[src/rtl/touch_pkg.sv]
package touch_pkg;
  localparam int unsigned INSN_W       = 32;
  localparam logic [5:0] PRIMARY_OP    = 6'd31;
  localparam logic [9:0] EXT_TOUCH_ST  = 10'd246;
  localparam logic [9:0] EXT_TOUCH_LD  = 10'd278;

  typedef enum logic [2:0] {
    ST_IDLE,
    ST_XLAT,
    ST_LOOK,
    ST_FILL,
    ST_DONE
  } touch_state_e;

  typedef struct packed {
    logic       form_ok;
    logic       opcode_ok;
    logic       rsvd_zero;
    logic [4:0] base_sel;
    logic [4:0] index_sel;
  } touch_dec_t;
endpackage

[src/rtl/touch_decode.sv]
module touch_decode
  import touch_pkg::*;
(
  input  logic [INSN_W-1:0] insn_i,
  output touch_dec_t        dec_o
);
  logic [5:0] primary;
  logic [9:0] extended;
  logic [4:0] rsvd;
  logic       unused_rc;

  // big-endian bit k maps to insn_i[31-k]
  assign primary   = insn_i[31:26];
  assign rsvd      = insn_i[25:21];
  assign extended  = insn_i[10:1];
  assign unused_rc = insn_i[0];

  always_comb begin
    dec_o.base_sel  = insn_i[20:16];
    dec_o.index_sel = insn_i[15:11];
    dec_o.rsvd_zero = (rsvd == 5'd0);
    dec_o.opcode_ok = (primary == PRIMARY_OP) &&
                      ((extended == EXT_TOUCH_ST) || (extended == EXT_TOUCH_LD));
    dec_o.form_ok   = dec_o.opcode_ok && dec_o.rsvd_zero;
  end
endmodule

[src/rtl/touch_ea.sv]
module touch_ea #(
  parameter int unsigned AW = 32
) (
  input  logic [4:0]    base_sel_i,
  input  logic [AW-1:0] ra_val_i,
  input  logic [AW-1:0] rb_val_i,
  output logic [AW-1:0] ea_o
);
  logic [AW-1:0] base;

  assign base = (base_sel_i == 5'd0) ? '0 : ra_val_i;
  assign ea_o = base + rb_val_i;
endmodule

[src/rtl/touch_align.sv]
module touch_align #(
  parameter int unsigned AW         = 32,
  parameter int unsigned LINE_BYTES = 32
) (
  input  logic [AW-1:0] addr_i,
  output logic [AW-1:0] line_o
);
  localparam int unsigned OFF_W = (LINE_BYTES > 1) ? $clog2(LINE_BYTES) : 0;

  generate
    if (OFF_W == 0) begin : g_byte_line
      assign line_o = addr_i;
    end else begin : g_wide_line
      logic unused_offset;
      assign unused_offset = ^addr_i[OFF_W-1:0];
      assign line_o = {addr_i[AW-1:OFF_W], {OFF_W{1'b0}}};
    end
  endgenerate
endmodule

[src/rtl/touch_ctrl.sv]
module touch_ctrl
  import touch_pkg::*;
#(
  parameter int unsigned AW         = 32,
  parameter int unsigned LINE_BYTES = 32
) (
  input  logic          clk,
  input  logic          rst_n,
  input  logic          in_valid_i,
  input  logic          form_ok_i,
  input  logic [AW-1:0] ea_i,
  output logic          in_ready_o,
  output logic          xlat_req_o,
  output logic [AW-1:0] xlat_addr_o,
  input  logic          xlat_rsp_valid_i,
  input  logic          xlat_fault_i,
  input  logic          xlat_tlb_miss_i,
  input  logic          xlat_inhibit_i,
  input  logic [AW-1:0] xlat_paddr_i,
  output logic          tag_req_o,
  output logic [AW-1:0] tag_addr_o,
  input  logic          tag_rsp_valid_i,
  input  logic          tag_hit_i,
  output logic          fill_req_o,
  output logic [AW-1:0] fill_addr_o,
  input  logic          fill_ack_i,
  output logic          done_o,
  output logic          done_invalid_o
);
  touch_state_e  state_q, state_d;
  logic [AW-1:0] ea_q;
  logic [AW-1:0] line_q;
  logic [AW-1:0] line_d;
  logic          invalid_q;
  logic          accept;
  logic          quiet_xlat;

  touch_align #(.AW(AW), .LINE_BYTES(LINE_BYTES)) u_align (
    .addr_i (xlat_paddr_i),
    .line_o (line_d)
  );

  assign accept     = in_valid_i && (state_q == ST_IDLE);
  assign quiet_xlat = xlat_fault_i || xlat_tlb_miss_i || xlat_inhibit_i;

  always_comb begin
    state_d = state_q;
    unique case (state_q)
      ST_IDLE: if (in_valid_i) state_d = form_ok_i ? ST_XLAT : ST_DONE;
      ST_XLAT: if (xlat_rsp_valid_i) state_d = quiet_xlat ? ST_DONE : ST_LOOK;
      ST_LOOK: if (tag_rsp_valid_i) state_d = tag_hit_i ? ST_DONE : ST_FILL;
      ST_FILL: if (fill_ack_i) state_d = ST_DONE;
      ST_DONE: state_d = ST_IDLE;
      default: state_d = ST_IDLE;
    endcase
  end

  always_ff @(posedge clk) begin
    if (!rst_n) begin
      state_q   <= ST_IDLE;
      ea_q      <= '0;
      line_q    <= '0;
      invalid_q <= 1'b0;
    end else begin
      state_q <= state_d;
      if (accept) begin
        ea_q      <= ea_i;
        invalid_q <= !form_ok_i;
      end
      if (state_q == ST_XLAT && xlat_rsp_valid_i) line_q <= line_d;
    end
  end

  assign in_ready_o     = (state_q == ST_IDLE);
  assign xlat_req_o     = (state_q == ST_XLAT);
  assign xlat_addr_o    = ea_q;
  assign tag_req_o      = (state_q == ST_LOOK);
  assign tag_addr_o     = line_q;
  assign fill_req_o     = (state_q == ST_FILL);
  assign fill_addr_o    = line_q;
  assign done_o         = (state_q == ST_DONE);
  assign done_invalid_o = done_o && invalid_q;

  AST_READY_DROPS: assert property (@(posedge clk) disable iff (!rst_n)
    in_ready_o && in_valid_i |=> !in_ready_o);
  AST_DONE_PULSE: assert property (@(posedge clk) disable iff (!rst_n)
    done_o |=> !done_o && in_ready_o);
  AST_FILL_HOLD: assert property (@(posedge clk) disable iff (!rst_n)
    fill_req_o && !fill_ack_i |=> fill_req_o && $stable(fill_addr_o));
  AST_HIT_QUIET: assert property (@(posedge clk) disable iff (!rst_n)
    tag_req_o && tag_rsp_valid_i && tag_hit_i |=> done_o && !fill_req_o);
  AST_FAULT_QUIET: assert property (@(posedge clk) disable iff (!rst_n)
    xlat_req_o && xlat_rsp_valid_i && (xlat_fault_i || xlat_tlb_miss_i)
      |=> done_o && !tag_req_o && !fill_req_o);
  AST_INHIBIT_QUIET: assert property (@(posedge clk) disable iff (!rst_n)
    xlat_req_o && xlat_rsp_valid_i && xlat_inhibit_i
      |=> done_o && !tag_req_o);
endmodule

[src/rtl/touch_prefetch_unit.sv]
module touch_prefetch_unit
  import touch_pkg::*;
#(
  parameter int unsigned AW         = 32,
  parameter int unsigned LINE_BYTES = 32
) (
  input  logic              clk,
  input  logic              rst_n,
  input  logic              in_valid,
  output logic              in_ready,
  input  logic [INSN_W-1:0] in_insn,
  input  logic [AW-1:0]     in_ra_val,
  input  logic [AW-1:0]     in_rb_val,
  output logic              xlat_req,
  output logic [AW-1:0]     xlat_addr,
  output logic              xlat_is_store,
  input  logic              xlat_rsp_valid,
  input  logic              xlat_fault,
  input  logic              xlat_tlb_miss,
  input  logic              xlat_inhibit,
  input  logic [AW-1:0]     xlat_paddr,
  output logic              tag_req,
  output logic [AW-1:0]     tag_addr,
  input  logic              tag_rsp_valid,
  input  logic              tag_hit,
  output logic              fill_req,
  output logic [AW-1:0]     fill_addr,
  input  logic              fill_ack,
  output logic              done,
  output logic              done_invalid,
  output logic              cr_we,
  output logic              gpr_we,
  output logic              exc_raise
);
  touch_dec_t    dec;
  logic [AW-1:0] ea;
  logic [4:0]    unused_index_sel;

  touch_decode u_decode (
    .insn_i (in_insn),
    .dec_o  (dec)
  );

  assign unused_index_sel = dec.index_sel;

  touch_ea #(.AW(AW)) u_ea (
    .base_sel_i (dec.base_sel),
    .ra_val_i   (in_ra_val),
    .rb_val_i   (in_rb_val),
    .ea_o       (ea)
  );

  touch_ctrl #(.AW(AW), .LINE_BYTES(LINE_BYTES)) u_ctrl (
    .clk              (clk),
    .rst_n            (rst_n),
    .in_valid_i       (in_valid),
    .form_ok_i        (dec.form_ok),
    .ea_i             (ea),
    .in_ready_o       (in_ready),
    .xlat_req_o       (xlat_req),
    .xlat_addr_o      (xlat_addr),
    .xlat_rsp_valid_i (xlat_rsp_valid),
    .xlat_fault_i     (xlat_fault),
    .xlat_tlb_miss_i  (xlat_tlb_miss),
    .xlat_inhibit_i   (xlat_inhibit),
    .xlat_paddr_i     (xlat_paddr),
    .tag_req_o        (tag_req),
    .tag_addr_o       (tag_addr),
    .tag_rsp_valid_i  (tag_rsp_valid),
    .tag_hit_i        (tag_hit),
    .fill_req_o       (fill_req),
    .fill_addr_o      (fill_addr),
    .fill_ack_i       (fill_ack),
    .done_o           (done),
    .done_invalid_o   (done_invalid)
  );

  // a touch is a hint: read-class access, never architecturally visible
  assign xlat_is_store = 1'b0;
  assign cr_we         = 1'b0;
  assign gpr_we        = 1'b0;
  assign exc_raise     = 1'b0;

  AST_BAD_FORM: assert property (@(posedge clk) disable iff (!rst_n)
    in_valid && in_ready && !dec.form_ok |=> done && done_invalid && !xlat_req);
  AST_GOOD_FORM: assert property (@(posedge clk) disable iff (!rst_n)
    in_valid && in_ready && dec.form_ok |=> xlat_req && !done);
  AST_MISS_FILLS: assert property (@(posedge clk) disable iff (!rst_n)
    tag_req && tag_rsp_valid && !tag_hit |=> fill_req && fill_addr == $past(tag_addr));
endmodule

[config.mk]
export PLATFORM = sky130hd
export DESIGN_NAME = touch_prefetch_unit
export DESIGN_NICKNAME = d
export VERILOG_FILES = /design/src/rtl/touch_pkg.sv /design/src/rtl/touch_decode.sv /design/src/rtl/touch_ea.sv /design/src/rtl/touch_align.sv /design/src/rtl/touch_ctrl.sv /design/src/rtl/touch_prefetch_unit.sv
export SDC_FILE = /design/constraint.sdc
export NUM_CORES = 1
export LEC_CHECK = 0
export ABC_AREA = 0
export BUFFER_PORTS_ARGS = -buffer_cell sky130_fd_sc_hd__buf_2
export CORE_MARGIN = 4
export CORE_UTILIZATION = 48
export CTS_BUF_LIST = sky130_fd_sc_hd__clkbuf_8
export DETAILED_ROUTE_END_ITERATION = 16
export HOLD_SLACK_MARGIN = 0.15
export PLACE_DENSITY = 0.86
export SKIP_CTS_REPAIR_TIMING = 1
export SYNTH_ARGS = -nofsm -noshare
export SYNTH_HDL_FRONTEND = slang
export SYNTH_SLANG_ARGS = --single-unit
[constraint.sdc]
create_clock -name clk -period 4.21 [get_ports clk]
set_input_delay 0.421 -clock clk [delete_from_list [all_inputs] [get_ports clk]]
set_output_delay 0.421 -clock clk [all_outputs]
set_load 0.1 [all_outputs]
# Word level (Yosys, flattened, before mapping)
# Cells that the tools add are included.
word_totals:
  regBits: 63
  inputBits: 138
  out_inout_bits: 106
classes:
  addsub: 1
  n_eq_ne: 11
  n_mux: 9
  reduce_logical: 13
ops:
  columns: ["op", "n"]
  rows:
  - ["$add A32 B32 Y32", 1]
  - ["$mux W32", 1]
  - ["$mux W3", 7]
  - ["$pmux W3 S4", 1]
  - ["$eq A10 B8 Y1 const B", 1]
  - ["$eq A10 B9 Y1 const B", 1]
  - ["$logic_not A5 Y1", 2]
  - ["$eq A3 B2 Y1 const B", 2]
  - ["$eq A6 B5 Y1 const B", 1]
  - ["$ne A2 B1 Y1 const B", 3]
  - ["$logic_and A1 B1 Y1", 5]
  - ["$reduce_and A4 Y1", 1]
  - ["$eq A3 B1 Y1 const B", 1]
  - ["$eq A3 B3 Y1 const B", 1]
  - ["$logic_not A3 Y1", 1]
  - ["$logic_or A1 B1 Y1", 3]
  - ["$ne A2 B2 Y1 const B", 1]
  - ["$logic_not A1 Y1", 1]

# Longest topological paths before layout
depth:
  word_depth: 7
  ltp_mapped: 14

# Cells and area by module
# From an unflattened synthesis, not the netlist that was laid out.
unflattened:
  hier_cells: 691
  area_unflattened_um2: 5577.8
by_module_without_submodules:
  columns: ["module", "instances", "cells_per_inst", "area_per_inst_um2", "seq_area_each_um2"]
  rows:
  - ["touch_ctrl", 1, 349, 3098.0, 1361.3]
  - ["touch_ea", 1, 283, 2040.7, 0.0]
  - ["touch_align", 1, 33, 244.0, 0.0]
  - ["touch_decode", 1, 21, 161.4, 0.0]
  - ["touch_prefetch_unit", 1, 5, 33.8, 0.0]

# Worst setup path before layout
# No wires, ideal clock.
synth_timing:
  path_type: "reg2out"
  from: "register u_ctrl.state_q[0]"
  to: "output done_invalid"
  arrival_ps: 3576
  t_required_ps: 3789
  slack_ps: 213
  stages_incl_launch_ff: 4
  cell_sequence: "dfxtp_1 clkbuf_1 nor3_1 and2_1"
synth_via:
  elab_chain_cells: 2
synth_lines:
  columns: ["element", "line", "text"]
  rows:
  - ["from (decl)", "touch_ctrl.sv:30", "touch_state_e state_q, state_d;"]
  - ["from (signal assigned)", "touch_ctrl.sv:65", "state_q <= state_d;"]
  - ["$eq A3 B3 Y1", "touch_ctrl.sv:81", "assign done_o = (state_q == ST_DONE);"]
  - ["via done", "touch_prefetch_unit.sv:29", "output logic done,"]
  - ["$logic_and A1 B1 Y1", "touch_ctrl.sv:82", "assign done_invalid_o = done_o && invalid_q;"]
  - ["to (decl)", "touch_prefetch_unit.sv:30", "output logic done_invalid,"]
# The timed path passes the listed nets, and every way through them passes these cells.

# Worst setup path after layout
layout_timing:
  from: "input in_insn[18]"
  to: "register u_ctrl.ea_q[31], in the netlist u_ctrl.xlat_addr_o[31]"
layout_via:
  elab_chain_cells: 3
layout_lines:
  columns: ["element", "line", "text"]
  rows:
  - ["from (decl)", "touch_prefetch_unit.sv:11", "input logic [INSN_W-1:0] in_insn,"]
  - ["$logic_not A5 Y1", "touch_ea.sv:11", "assign base = (base_sel_i == 5'd0) ? '0 : ra_val_i;"]
  - ["$mux W32", "touch_ea.sv:11", null]
  - ["$add A32 B32 Y32", "touch_ea.sv:12", "assign ea_o = base + rb_val_i;"]
  - ["to (signal assigned)", "touch_ctrl.sv:67", "ea_q <= ea_i;"]
  - ["to (decl)", "touch_ctrl.sv:31", "logic [AW-1:0] ea_q;"]
# Every way passes these cells.
# A chain may end at the register's enable or synchronous reset.

==> results.json <==
{
  "outcome": "complete, no violations",
  "pre_cts_ws_ps": 384,
  "timing.critical_path.from_type": "primary input",
  "layout.nets": 964,
  "num_rows": 36,
  "first_pass_grt_wire_length_um": 20400,
  "leakage_nw": 2.89,
  "timing.setup.critical_path_class": "in -> reg",
  "power_dissipated_by_switching_net_loads_uw": 809,
  "dominant_cells_by_area_after_synthesis": "sky130_fd_sc_hd__dfxtp_1 (26%), sky130_fd_sc_hd__nand2_1 (8.8%), sky130_fd_sc_hd__ha_1 (8.1%), sky130_fd_sc_hd__buf_4 (7.1%), sky130_fd_sc_hd__a21boi_0 (5.6%)",
  "drv_slew": 0,
  "count_of_input_and_output_buffers": 218,
  "clock_tree_from_tritoncts": "built",
  "timing.slew.headroom_pct": 29.2,
  "synth.yosys.seq_area_share_pct": 26.4,
  "max_freq_mhz": 289,
  "synth_cell_type_count": 60,
  "floorplan.die.width_um": 108,
  "grt_setup_unrepaired": "false",
  "dp_hpwl_um": 10600,
  "final.setup.tns_ps": 0,
  "firstDrtPassIters": 7,
  "globalRouteOverflowTotal": 0,
  "initial_utilization_pct": 49.2,
  "finalHoldViolations": 0,
  "clock_sink_count": 63,
  "drt_iter0_markers": 275,
  "cp_data_arrival_time_ps": 3680,
  "internal_power_component_mw": 1.12,
  "core_area_sq_mm": 0.00973,
  "hold_path_class": "in -> reg",
  "synthesis.yosys.warnings": 0,
  "gp_routability_congestion": 0.884,
  "first_global_vias": 4359,
  "top_ports": 244,
  "wirelength_um": 13100,
  "grt_start_max_net_pins": 46,
  "final.period_utilization_pct": 82.1,
  "sequentialPowerShare_pct": 33.5,
  "setup_viol": 0,
  "yosysTopAreaCell": "sky130_fd_sc_hd__dfxtp_1",
  "worst-endpoint-required_ps": 4440,
  "antenna_violations_before_repair": 0,
  "fillcell_total": 947,
  "place_inst": 916,
  "worst_setup_hold_path_clk_slew_ps": 80,
  "power_density_mw_per_mm2": 330,
  "netlist_instances": 625,
  "cp-end-kind": "register",
  "post_route_cells_drive_above_1_share_pct": 30.9,
  "synth_edf_count": 0,
  "placed_standard_cell_area_sq_mm": 0.00566,
  "drc_errors": 0,
  "setup_slack_ps": 753,
  "post_route_insts_no_fill": 932,
  "worst_pin_slew_ps": 1060,
  "max_cap_viol_count": 0,
  "netlist.area_leader.share_pct": 26.4,
  "synth.cell_area_sq_mm": 0.00479,
  "design_area_sq_mm": 0.00585,
  "max-vdd-ir-drop_mv": 0.203,
  "groute.usage.overall_pct": 21.6,
  "async_set_or_reset_flop_fraction_in_the_synthesized_netlist_pct": 0,
  "clkLatencyLatePin_ps": 340,
  "diodes": 0,
  "drt-vias-per-instance": 5.28,
  "die_outline_area_sq_mm": 0.0116,
  "areaGrowthSynthToFinish_pct": 22.3,
  "worst-path-max-fanout": 18,
  "cts_root_buffer": "sky130_fd_sc_hd__clkbuf_8",
  "die_height_um": 108,
  "synthesis.area_per_instance_sq_um": 7.66,
  "dominantRegCellSynth": "sky130_fd_sc_hd__dfxtp_1",
  "totalPowerFinal_mw": 1.93,
  "timing.final.crit_period_ps": 3460,
  "postRouteAntennaNets": 0,
  "synth.ff_latch_count": 63,
  "finClkSkew_ps": 14.6,
  "cts.path.max_buffers": 2,
  "htree_num_levels": 3,
  "cts_buffers": 9,
  "power_switching_share_pct": 41.9,
  "logic_gate_share_of_total_power_pct": 40.1,
  "p_clk_share_pct": 26.4,
  "via_count": 4920,
  "post_drt_wl_per_cell_um": 14.1
}
==> metrics by stage <==
| stage | hold WS (ps) | util, % |
|---|---|---|
| 2_1_floorplan | 464 | - |
| 3_3_place_gp | 448 | 58.2 |
| 3_5_place_dp | 456 | 58.2 |
| 4_1_cts | 310 | 60.1 |
| 5_1_grt | 325 | 60.1 |
| 6_report | 324 | 60.1 |
==> worst paths after layout <==
check	startpoint	to	slack, ps	depth (start not counted)
worst min-delay path	xlat_paddr[8]	u_ctrl.fill_addr_o[8]	320	3
worst max register to register	u_ctrl.state_q[0]	u_ctrl.xlat_addr_o[31]	1830	6
worst min register to register	u_ctrl.xlat_addr_o[17]	u_ctrl.xlat_addr_o[17]	460	2
worst max-delay path	in_insn[18]	u_ctrl.xlat_addr_o[31]	750	15
==> synth_stat cells (all sizes together) (9+ instances only) <==
| library cell | count |
|---|---|
| nand2 | 112 |
| dfxtp | 63 |
| buf | 48 |
| a21boi | 37 |
| nor2b | 34 |
| a21oi | 33 |
| o21ai | 33 |
| nand3 | 32 |
| ha | 31 |
| clkbuf | 29 |
| a21o | 18 |
| and2 | 18 |
| nor2 | 13 |
| xor2 | 12 |
| inv | 11 |
| xnor2 | 10 |
| nand4 | 9 |
==> registers in the layout (all words and copies together) (netlist names) <==
register,flops
u_ctrl.invalid_q,1
u_ctrl.state_q,3
u_ctrl.fill_addr_o,27
u_ctrl.xlat_addr_o,32
==> cells in the final DEF, fill, tap and decap left out, types with 8 or more instances in the layout <==
cell type,synthesis,layout
sky130_fd_sc_hd__inv_1,11,12
sky130_fd_sc_hd__xnor2_1,10,10
sky130_fd_sc_hd__o21ai_0,33,33
sky130_fd_sc_hd__conb_1,1,14
sky130_fd_sc_hd__nor2b_1,34,34
sky130_fd_sc_hd__nand2_1,112,112
sky130_fd_sc_hd__a21o_1,17,17
sky130_fd_sc_hd__clkbuf_8,0,9
sky130_fd_sc_hd__and2_1,18,18
sky130_fd_sc_hd__a21oi_1,33,33
sky130_fd_sc_hd__nand3_1,31,31
sky130_fd_sc_hd__nor3_1,8,8
sky130_fd_sc_hd__xor2_1,12,12
sky130_fd_sc_hd__nor2_1,13,12
sky130_fd_sc_hd__dfxtp_1,63,63
sky130_fd_sc_hd__ha_1,31,31
sky130_fd_sc_hd__a21boi_0,36,36
sky130_fd_sc_hd__buf_2,3,218
sky130_fd_sc_hd__nand4_1,9,9
==> per-layer routing <==
metal  track usage [%]  wire length [um]  vias up
li1                  -                 -     2485
met1              27.0              5540     2217
met2              38.1              6460      196
met3              3.06               870       22
met4              7.12               265        0
met5                 0                 0        -
==> layout make-up <==
type | instances | area, sq um | area share [%]
clock inverter | 7 | 65.1 | 1.11
multi-input combinational | 487 | 3070 | 52.5
clock buffer | 9 | 124 | 2.12
sequential | 63 | 1260 | 21.6
inverter | 11 | 41.3 | 0.706
timing repair buffer | 222 | 1120 | 19.2
tap | 133 | 166 | 2.84
==> power by group through the flow <==
stage	clock, mW	combinational [mW]	sequential, mW
floorplan	0	0.388	0.889
global placement	0	0.762	0.660
detailed placement	0	0.770	0.661
CTS	0.522	0.773	0.648
global route	0.547	0.832	0.651
finish	0.509	0.774	0.647
==> logic make-up (layout without fill, tap and decap cells) <==
family / count (synthesis) / after routing / synth area share [%]
buf+inv: 88 / 249 / 10.5
mux: 3 / 3 / 0.654
other cells: 1 / 14 / 0.0784
xor+xnor: 22 / 22 / 4.03
fa+ha+maj: 32 / 32 / 8.52
flops: 63 / 63 / 26.4
compound gates: 169 / 169 / 24.3
simple gates: 247 / 247 / 25.6
==> worst max-delay path, stage by stage <==
cell and delay (ps):
sky130_fd_sc_hd__buf_2 90, sky130_fd_sc_hd__or4_1 540, sky130_fd_sc_hd__nor2_2 90, sky130_fd_sc_hd__buf_4 190, sky130_fd_sc_hd__buf_4 240, sky130_fd_sc_hd__nor2b_1 70
sky130_fd_sc_hd__ha_1 410, sky130_fd_sc_hd__nand2_1 110, sky130_fd_sc_hd__o21bai_1 180, sky130_fd_sc_hd__o32ai_1 100, sky130_fd_sc_hd__a21o_1 220, sky130_fd_sc_hd__o21a_4 220
sky130_fd_sc_hd__o311ai_2 330, sky130_fd_sc_hd__a21oi_1 110, sky130_fd_sc_hd__or3b_1 340
No activity file was read; power rests on OpenSTA's default activity.
